### src/rtl/dpf_pkg.sv
package dpf_pkg;
  localparam int LANES = 4;

  // Width code to unit size in bytes; code 3 is treated as a word.
  function automatic logic [2:0] unit_bytes(input logic [1:0] code);
    case (code)
      2'd0:    unit_bytes = 3'd1;
      2'd1:    unit_bytes = 3'd2;
      default: unit_bytes = 3'd4;
    endcase
  endfunction
endpackage

### src/rtl/dpf_byte_store.sv
module dpf_byte_store #(
  parameter int DEPTH = 16,
  parameter int LANES = 4,
  localparam int PTR_W = $clog2(DEPTH)
) (
  input  logic               clk,
  input  logic               we,
  input  logic [PTR_W-1:0]   wptr,
  input  logic [2:0]         wcount,
  input  logic [8*LANES-1:0] wdata,
  input  logic [PTR_W-1:0]   rptr,
  output logic [8*LANES-1:0] rdata
);
  logic [7:0] mem [DEPTH];

  always_ff @(posedge clk) begin
    for (int l = 0; l < LANES; l++) begin
      if (we && (3'(l) < wcount))
        mem[PTR_W'(wptr + PTR_W'(l))] <= wdata[8*l +: 8];
    end
  end

  for (genvar g = 0; g < LANES; g++) begin : g_rd
    assign rdata[8*g +: 8] = mem[PTR_W'(rptr + PTR_W'(g))];
  end
endmodule

### src/rtl/dpf_level_ctrl.sv
module dpf_level_ctrl #(
  parameter int DEPTH = 16,
  localparam int PTR_W = $clog2(DEPTH),
  localparam int OCC_W = $clog2(DEPTH + 1)
) (
  input  logic             clk,
  input  logic             rst,
  input  logic             flush,
  input  logic             push_valid,
  input  logic             pop_req,
  input  logic [2:0]       sbytes,
  input  logic [2:0]       dbytes,
  output logic [PTR_W-1:0] wptr,
  output logic [PTR_W-1:0] rptr,
  output logic [OCC_W-1:0] occ,
  output logic             push_fire,
  output logic             pop_fire,
  output logic             empty,
  output logic             full
);
  logic [OCC_W-1:0] free_bytes;
  logic [OCC_W-1:0] add_n, sub_n;

  assign free_bytes = OCC_W'(DEPTH) - occ;
  assign full       = free_bytes < OCC_W'(sbytes);
  assign empty      = occ < OCC_W'(dbytes);
  assign push_fire  = push_valid && !full && !flush;
  assign pop_fire   = pop_req && !empty && !flush;
  assign add_n      = push_fire ? OCC_W'(sbytes) : '0;
  assign sub_n      = pop_fire  ? OCC_W'(dbytes) : '0;

  always_ff @(posedge clk) begin
    if (rst || flush) begin
      wptr <= '0;
      rptr <= '0;
      occ  <= '0;
    end else begin
      if (push_fire) wptr <= PTR_W'(wptr + PTR_W'(sbytes));
      if (pop_fire)  rptr <= PTR_W'(rptr + PTR_W'(dbytes));
      occ <= occ + add_n - sub_n;
    end
  end
endmodule

### src/rtl/dpf_lane_pack.sv
module dpf_lane_pack #(
  parameter int LANES = 4
) (
  input  logic [8*LANES-1:0] raw,
  input  logic [2:0]         nbytes,
  output logic [8*LANES-1:0] packed_out
);
  for (genvar g = 0; g < LANES; g++) begin : g_lane
    assign packed_out[8*g +: 8] = (3'(g) < nbytes) ? raw[8*g +: 8] : 8'h00;
  end
endmodule

### src/rtl/dma_pack_fifo.sv
module dma_pack_fifo #(
  parameter int DEPTH = 16,
  localparam int LANES = dpf_pkg::LANES,
  localparam int DW    = 8 * LANES,
  localparam int PTR_W = $clog2(DEPTH),
  localparam int OCC_W = $clog2(DEPTH + 1)
) (
  input  logic          clk,
  input  logic          rst,
  input  logic [1:0]    src_width,
  input  logic [1:0]    dst_width,
  input  logic          flush,
  input  logic          push_valid,
  input  logic [DW-1:0] push_data,
  output logic          push_ready,
  input  logic          pop_req,
  output logic          pop_valid,
  output logic [DW-1:0] pop_data,
  output logic          empty,
  output logic          full
);
  logic [2:0]       sbytes, dbytes;
  logic [PTR_W-1:0] wptr, rptr;
  logic [OCC_W-1:0] occ;
  logic             push_fire, pop_fire;
  logic [DW-1:0]    rd_raw, rd_masked;

  assign sbytes = dpf_pkg::unit_bytes(src_width);
  assign dbytes = dpf_pkg::unit_bytes(dst_width);

  dpf_level_ctrl #(.DEPTH(DEPTH)) u_ctrl (
    .clk(clk), .rst(rst), .flush(flush), .push_valid(push_valid),
    .pop_req(pop_req), .sbytes(sbytes), .dbytes(dbytes),
    .wptr(wptr), .rptr(rptr), .occ(occ), .push_fire(push_fire),
    .pop_fire(pop_fire), .empty(empty), .full(full)
  );

  dpf_byte_store #(.DEPTH(DEPTH), .LANES(LANES)) u_store (
    .clk(clk), .we(push_fire), .wptr(wptr), .wcount(sbytes),
    .wdata(push_data), .rptr(rptr), .rdata(rd_raw)
  );

  dpf_lane_pack #(.LANES(LANES)) u_pack (
    .raw(rd_raw), .nbytes(dbytes), .packed_out(rd_masked)
  );

  assign push_ready = !full;

  always_ff @(posedge clk) begin
    if (rst || flush) begin
      pop_valid <= 1'b0;
      pop_data  <= '0;
    end else begin
      pop_valid <= pop_fire;
      if (pop_fire) pop_data <= rd_masked;
    end
  end
endmodule

### config.mk
export PLATFORM = sky130hd
export DESIGN_NAME = dma_pack_fifo
export DESIGN_NICKNAME = d
export VERILOG_FILES = /design/src/rtl/dpf_pkg.sv /design/src/rtl/dpf_byte_store.sv /design/src/rtl/dpf_level_ctrl.sv /design/src/rtl/dpf_lane_pack.sv /design/src/rtl/dma_pack_fifo.sv
export SDC_FILE = /design/constraint.sdc
export NUM_CORES = 1
export LEC_CHECK = 0
export ABC_AREA = 1
export BUFFER_PORTS_ARGS = -buffer_cell sky130_fd_sc_hd__buf_2
export CELL_PAD_IN_SITES_DETAIL_PLACEMENT = 1
export CELL_PAD_IN_SITES_GLOBAL_PLACEMENT = 1
export CORE_MARGIN = 2
export CORE_UTILIZATION = 30
export DETAILED_ROUTE_END_ITERATION = 8
export GPL_TIMING_DRIVEN = 0
export PLACE_DENSITY_LB_ADDON = 0.1
export SYNTH_ARGS = -nofsm -noshare
export SYNTH_HDL_FRONTEND = slang
export SYNTH_HIERARCHICAL = 1
export SYNTH_SLANG_ARGS = --single-unit
### constraint.sdc
create_clock -name clk -period 3.3 [get_ports clk]
set_clock_uncertainty 0.2 [all_clocks]
set_input_delay 0.495 -clock clk [delete_from_list [all_inputs] [get_ports clk]]
set_output_delay 0.495 -clock clk [all_outputs]
set_load 0.01 [all_outputs]
# --- Yosys cells after proc, flatten, opt, wreduce, memory -nomap -nowiden ---
# Memory sizes are Yosys's and may differ from the RTL's. A register that Yosys moved wholly into a read port is not among the register bits.
# Index checks and enable logic that the tools add are counted.
op_classes:
  addsub: 11
  magnitude_cmp: 10
  n_eq_ne: 2
  mux: 16
  n_reduce_logical: 14
ops:
  columns: ["op", "count"]
  rows:
  - ["8-bit two-way mux", 4]
  - ["4-bit by 2-bit adder with 4-bit output (second input constant)", 4]
  - ["1-bit by 3-bit < comparator with 1-bit output (first input constant)", 4]
  - ["2-bit by 3-bit < comparator with 1-bit output (first input constant)", 4]
  - ["3-bit one-hot mux with 2 select lines", 2]
  - ["5-bit by 3-bit < comparator with 1-bit output", 2]
  - ["4-bit by 1-bit adder with 4-bit output (second input constant)", 2]
  - ["4-bit by 3-bit adder with 4-bit output", 2]
  - ["1-bit logical AND", 8]
  - ["1-bit two-way mux", 8]
  - ["3-bit two-way mux", 2]
  - ["5-bit adder", 1]
  - ["5-bit subtractor", 1]
  - ["5-bit subtractor (first input constant)", 1]
  - ["2-bit by 1-bit equality test with 1-bit output (second input constant)", 2]
  - ["2-bit zero test", 2]
  - ["1-bit zero test", 3]
  - ["1-bit logical OR", 1]
totals:
  register_bits: 46
  ramBits: 128
  input_bits: 41
  out_inout_bits: 36
  mem_count: 1
memory_table:
  columns: ["name", "words", "word_bits", "rd", "rd_ports_with_merged_regs", "write_ports", "line", "text"]
  rows:
  - ["u_store.mem", 16, 8, 4, 1, 4, "dpf_byte_store.sv:14", "logic [7:0] mem [DEPTH];"]

# --- Depth between registers and ports, before layout ---
depth:
  depth_word: 9
  mapped_depth: 20
  depth_no_buf: 20

# --- By module ---
# Netlist, hierarchy kept.
modules_own_cells:
  columns: ["module", "instances", "cells_each", "area_each_um2", "seq_area_each_um2"]
  rows:
  - ["dpf_byte_store", 1, 2312, 13509.2, 3843.7]
  - ["dma_pack_fifo", 1, 214, 1402.6, 660.6]
  - ["dpf_level_ctrl", 1, 161, 1132.3, 260.2]
  - ["dpf_lane_pack", 1, 62, 295.3, 0.0]

# --- Worst setup path after synthesis ---
# Ideal clock, no wire load.
synth_timing:
  kind: "input port to flip-flop"
  startpoint: "in src_width[0]"
  endpoint: "reg u_ctrl.occ[4]"
  setup_ns: 0.119
  arrival_time_ns: 3.094
  required_time_ns: 2.981
  path_slack_ns: -0.113
  cell_stages: 20
  n_path_buf: 0
  path_cell_list: "inv_1 -> nor2_1 -> inv_1 -> ha_1 -> nand2_1 -> nand2_1 -> nand2_1 -> nand2_2 -> nor2_4 -> nor2_4 -> nand2_1 -> ha_1 -> inv_1 -> ha_1 -> inv_1 -> fa_1 -> o21ai_0 -> nand2_1 -> a21oi_1 -> nor3b_1"
synth_via:
  elab_chain_len: 9
  word_cells_on_any_way: 10
  classes_between: "2 x add/sub; 1 x order compare; 1 x eq/ne; 2 x mux; 4 x reduce/logical"
synth_rtl:
  columns: ["element", "line", "text"]
  rows:
  - ["start: declaration", "dma_pack_fifo.sv:10", "input logic [1:0] src_width,"]
  - ["2-bit by 1-bit equality test with 1-bit output or 2-bit zero test (tied branches)", "dpf_pkg.sv:6", "case (code)"]
  - ["3-bit one-hot mux with 2 select lines (*)", "dpf_pkg.sv:6", null]
  - ["via sbytes[1]", "dma_pack_fifo.sv:22", "logic [2:0] sbytes, dbytes;"]
  - ["5-bit by 3-bit < comparator with 1-bit output (*)", "dpf_level_ctrl.sv:25", "assign full = free_bytes < OCC_W'(sbytes);"]
  - ["via full", "dma_pack_fifo.sv:20", "output logic full"]
  - ["1-bit zero test (*)", "dpf_level_ctrl.sv:27", "assign push_fire = push_valid && !full && !flush;"]
  - ["1-bit logical AND (*) (2 in a row)", "dpf_level_ctrl.sv:27", null]
  - ["via push_fire", "dma_pack_fifo.sv:25", "logic push_fire, pop_fire;"]
  - ["3-bit two-way mux (*)", "dpf_level_ctrl.sv:29", "assign add_n = push_fire ? OCC_W'(sbytes) : '0;"]
  - ["5-bit adder (*)", "dpf_level_ctrl.sv:40", "occ <= occ + add_n - sub_n;"]
  - ["5-bit subtractor (*)", "dpf_level_ctrl.sv:40", null]
  - ["end signal: assignment", "dpf_level_ctrl.sv:40", null]
  - ["end: declaration", "dpf_level_ctrl.sv:15", "output logic [OCC_W-1:0] occ,"]
# The timed path passes the listed nets; every way through them passes the cells marked *.
# A chain may end at the register's enable or synchronous reset.

==> impl_metrics.json <==
{
  "synth_nets": 2818,
  "setup_viol": 0,
  "gr-total-overflow": 0,
  "status": "finished clean",
  "finalMaxSlewViolations": 0,
  "synthToLayoutAreaGrowth_pct": 16.09,
  "rr_worst_depth": 17,
  "numCtsBuffers": 17,
  "drv_cap": 0,
  "yosys_warnings": 6,
  "port_buffers": 58,
  "period_minus_slack_ns": 3.270,
  "cts.clk_slew.worst_paths_ns": 0.08,
  "rows": 85,
  "grtUsageTotal_pct": 33.19,
  "ir_drop_mv": 0.3974,
  "synth_compound_area_share_pct": 8.745,
  "drc": 0,
  "nets": 2922,
  "hpwl_um": 76450,
  "synthArstFlopShare_pct": 0,
  "clock-sinks": 174,
  "critPathLaunchType": "primary input",
  "grt_pass1_vias": 18420,
  "holdBufCountCts": 0,
  "min_from": "rst",
  "crit_required_ns": 3.32,
  "grt_antenna_before_repair": 0,
  "hold_end": "pop_valid$_SDFF_PP0_",
  "ios": 77,
  "synth_top_family_by_area": "simple AND/OR/NAND/NOR gates",
  "power_density_nw_per_um2": 361.8,
  "cp-end-kind": "flip-flop",
  "yosysSeqAreaShare_pct": 29.16,
  "cts_max_level": 4,
  "ys_types": 37,
  "fmax_ghz": 0.3058,
  "clock_latency_ns": 0.48,
  "synthFlopType": "edfxtp_1",
  "finalHoldViolCount": 0,
  "die_x_um": 237.4,
  "avgSynthCellArea_um2": 5.944,
  "cts-root-buf": "clkbuf_16",
  "drive_gt1_share_pct": 14.93,
  "crit_type": "in -> reg",
  "vias_per_cell": 5.294,
  "max_slew_margin_pct": 11.89,
  "ys_ff_latch": 174,
  "rrSetupSlack_ns": 0.04,
  "setup_tns_ns": 0,
  "die_area_um2": 56350,
  "yosys.area_share.xor_xnor_pct": 0.5207,
  "holdPathStages": 2,
  "clock_path_buffers": 2,
  "synthMuxAreaShare_pct": 1.348,
  "synth_cells": 2749,
  "diodes": 0,
  "p_leak_uw": 0.009040,
  "netlist_area_um2": 16340,
  "gp_congestion": 1.054,
  "wl_per_cell_um": 26.46,
  "drt-initial-drc-count": 1441,
  "hp-class": "in -> reg",
  "setup_ws_ns": 0.03031,
  "ant_nets": 0,
  "grt_pass1_wl_um": 132800,
  "tightest_slew_ns": 1.308,
  "startpoint": "src_width[0]",
  "yosys.area_share.simple_pct": 47.40,
  "pre_cts_ws_ns": -1.140,
  "firstDrtPassIters": 6,
  "synth-adder-area-share_pct": 2.374,
  "fillers": 7169,
  "crit_fanout": 10,
  "cts_tree": "done",
  "core_area_um2": 53810,
  "synth-edff-count": 128,
  "finalCritPeriodShare_pct": 99.08,
  "grt_start_max_net_pins": 20,
  "rsz0062_at_grt": "yes",
  "regToRegStartpoint": "u_ctrl/occ[0]$_SDFF_PP0_",
  "wl_um": 94260,
  "critPathArrivalTime_ns": 3.29,
  "route.vias.total": 18860,
  "die_h_um": 237.4,
  "regToRegEndpoint": "u_store/mem[1][1]$_DFFE_PP_",
  "initial_core_util_pct": 30.36
}
synthesized netlist by cell type (2+ instances only):
cell type,number,area [um2]
buf_2,34,170.2
nand3_1,349,1747
clkinv_1,8,30.03
clkbuf_1,75,281.5
inv_1,242,908.4
buf_4,15,112.6
mux2i_1,22,220.2
ha_1,23,287.8
nor2_1,159,596.8
dfxtp_1,46,920.9
nor2_2,12,75.07
fa_1,5,100.1
o211ai_1,24,180.2
xor2_1,5,43.79
nand2_2,22,137.6
o21ai_0,169,845.8
inv_2,20,75.07
buf_1,15,56.30
o21ai_1,2,10.01
o2111ai_1,5,43.79
nand2_1,1207,4531
nor2_4,12,135.1
a21oi_1,56,280.3
nand3_2,11,110.1
edfxtp_1,128,3844
buf_6,6,67.56
or2_2,58,362.9
a21boi_0,8,60.06
nand4_1,3,18.77
cell type report:
type	count	area, um2	area share, %
well taps	696	870.8	4.591
clock inverters	15	160.2	0.8443
repair buffers	86	528.0	2.784
clock buffers	17	425.4	2.243
flip-flops and latches	174	4773	25.16
inverters	271	1041	5.488
multi-input cells	2159	10400	54.82
plain buffers	144	770.7	4.063
timing repair:
action,CTS,global route
gates resized for setup,102,105
setup endpoints to repair,284,244
cloned,0,0
pin swaps,19,20
buffers inserted,14,14
report_power, final:
group          total (uW)  internal (uW)  leakage, uW  switching, uW
sequential           2490           2430      0.00153           60.0
clock                2060           1020     0.000292           1040
combinational        2310            678      0.00722           1630
total                6860           4130      0.00904           2740
how the worst max path moves through the flow:
stage                                               to  slack, ns  cells past startpoint
final                      u_store/mem[1][1]$_DFFE_PP_       0.03                     20
after global routing          u_ctrl/occ[3]$_SDFF_PP0_      -0.04                     17
after detailed placement  u_store/mem[14][5]$_DFFE_PP_      -1.14                     16
after global placement     u_store/mem[4][1]$_DFFE_PP_      -1.08                     16
after CTS                 u_store/mem[14][6]$_DFFE_PP_     -0.007                     18
after floorplan               u_ctrl/occ[4]$_SDFF_PP0_      0.008                     20
worst max-delay path, stage by stage:
cell and delay [ns]:
buf_2 0.10, inv_1 0.06, nor2_4 0.22, inv_1 0.22, ha_4 0.32, nand2_2 0.05
nand2_2 0.05, nand2_2 0.06, nand2_4 0.07, nor2_4 0.04, nor2_4 0.11, buf_6 0.16
inv_2 0.08, nor2_4 0.26, buf_6 0.25, nand3_2 0.24, inv_2 0.20, nand2_1 0.08
nand3_1 0.13, nand2_1 0.08
flip-flops by register name, summed over array words and instances, names as in the netlist:
register     flops
u_ctrl/occ       5
pop_data        32
u_ctrl/wptr      4
u_ctrl/rptr      4
pop_valid        1
u_store/mem    128
stage by stage:
step / utilization, % / std cells / area, um2 / total power, uW / hold WS (ns)
3_3_place_gp: 32.53 / 3503 / 17510 / 4611 / 0.2521
5_1_grt: 35.25 / 3562 / 18970 / 7201 / 0.01651
6_report: 35.25 / 3562 / 18970 / 6862 / 0.03859
3_5_place_dp: 32.53 / 3503 / 17510 / 4638 / 0.2621
4_1_cts: 34.52 / 3548 / 18580 / 6818 / 0.0006274
2_1_floorplan: - / 2749 / 16350 / 3771 / 0.2642
cells by family (layout without fill, tap and decap cells):
| family | Yosys count | after routing |
|---|---|---|
| fa+ha+maj | 28 | 28 |
| flops | 174 | 174 |
| xor+xnor | 8 | 8 |
| compound gates | 265 | 265 |
| buf+inv | 416 | 533 |
| simple gates | 1836 | 1836 |
| mux | 22 | 22 |
cell usage in the layout (no fill, tap or decap), drive strengths merged:
cell type,count
clkinvlp,3
nand2,1230
buf,158
a21boi,8
dfxtp,46
o211ai,24
mux2i,22
o21ai,172
a21oi,56
clkinv,11
nor3b,2
clkbuf,89
fa,5
inv,272
ha,23
o2111ai,5
or2,58
nor2,183
nand4,3
xnor2,2
nand3,360
xor2,6
edfxtp,128
per-layer routing:
layer  wire length, um  track usage (%)  up-vias
met3              4863            4.157      212
met1             39540            41.12     9052
met2             43400            54.96      662
met4              6455            20.55        0
li1                  -                -     8933
met5                 0                0        -
No activity file was read; power rests on OpenSTA's default activity.
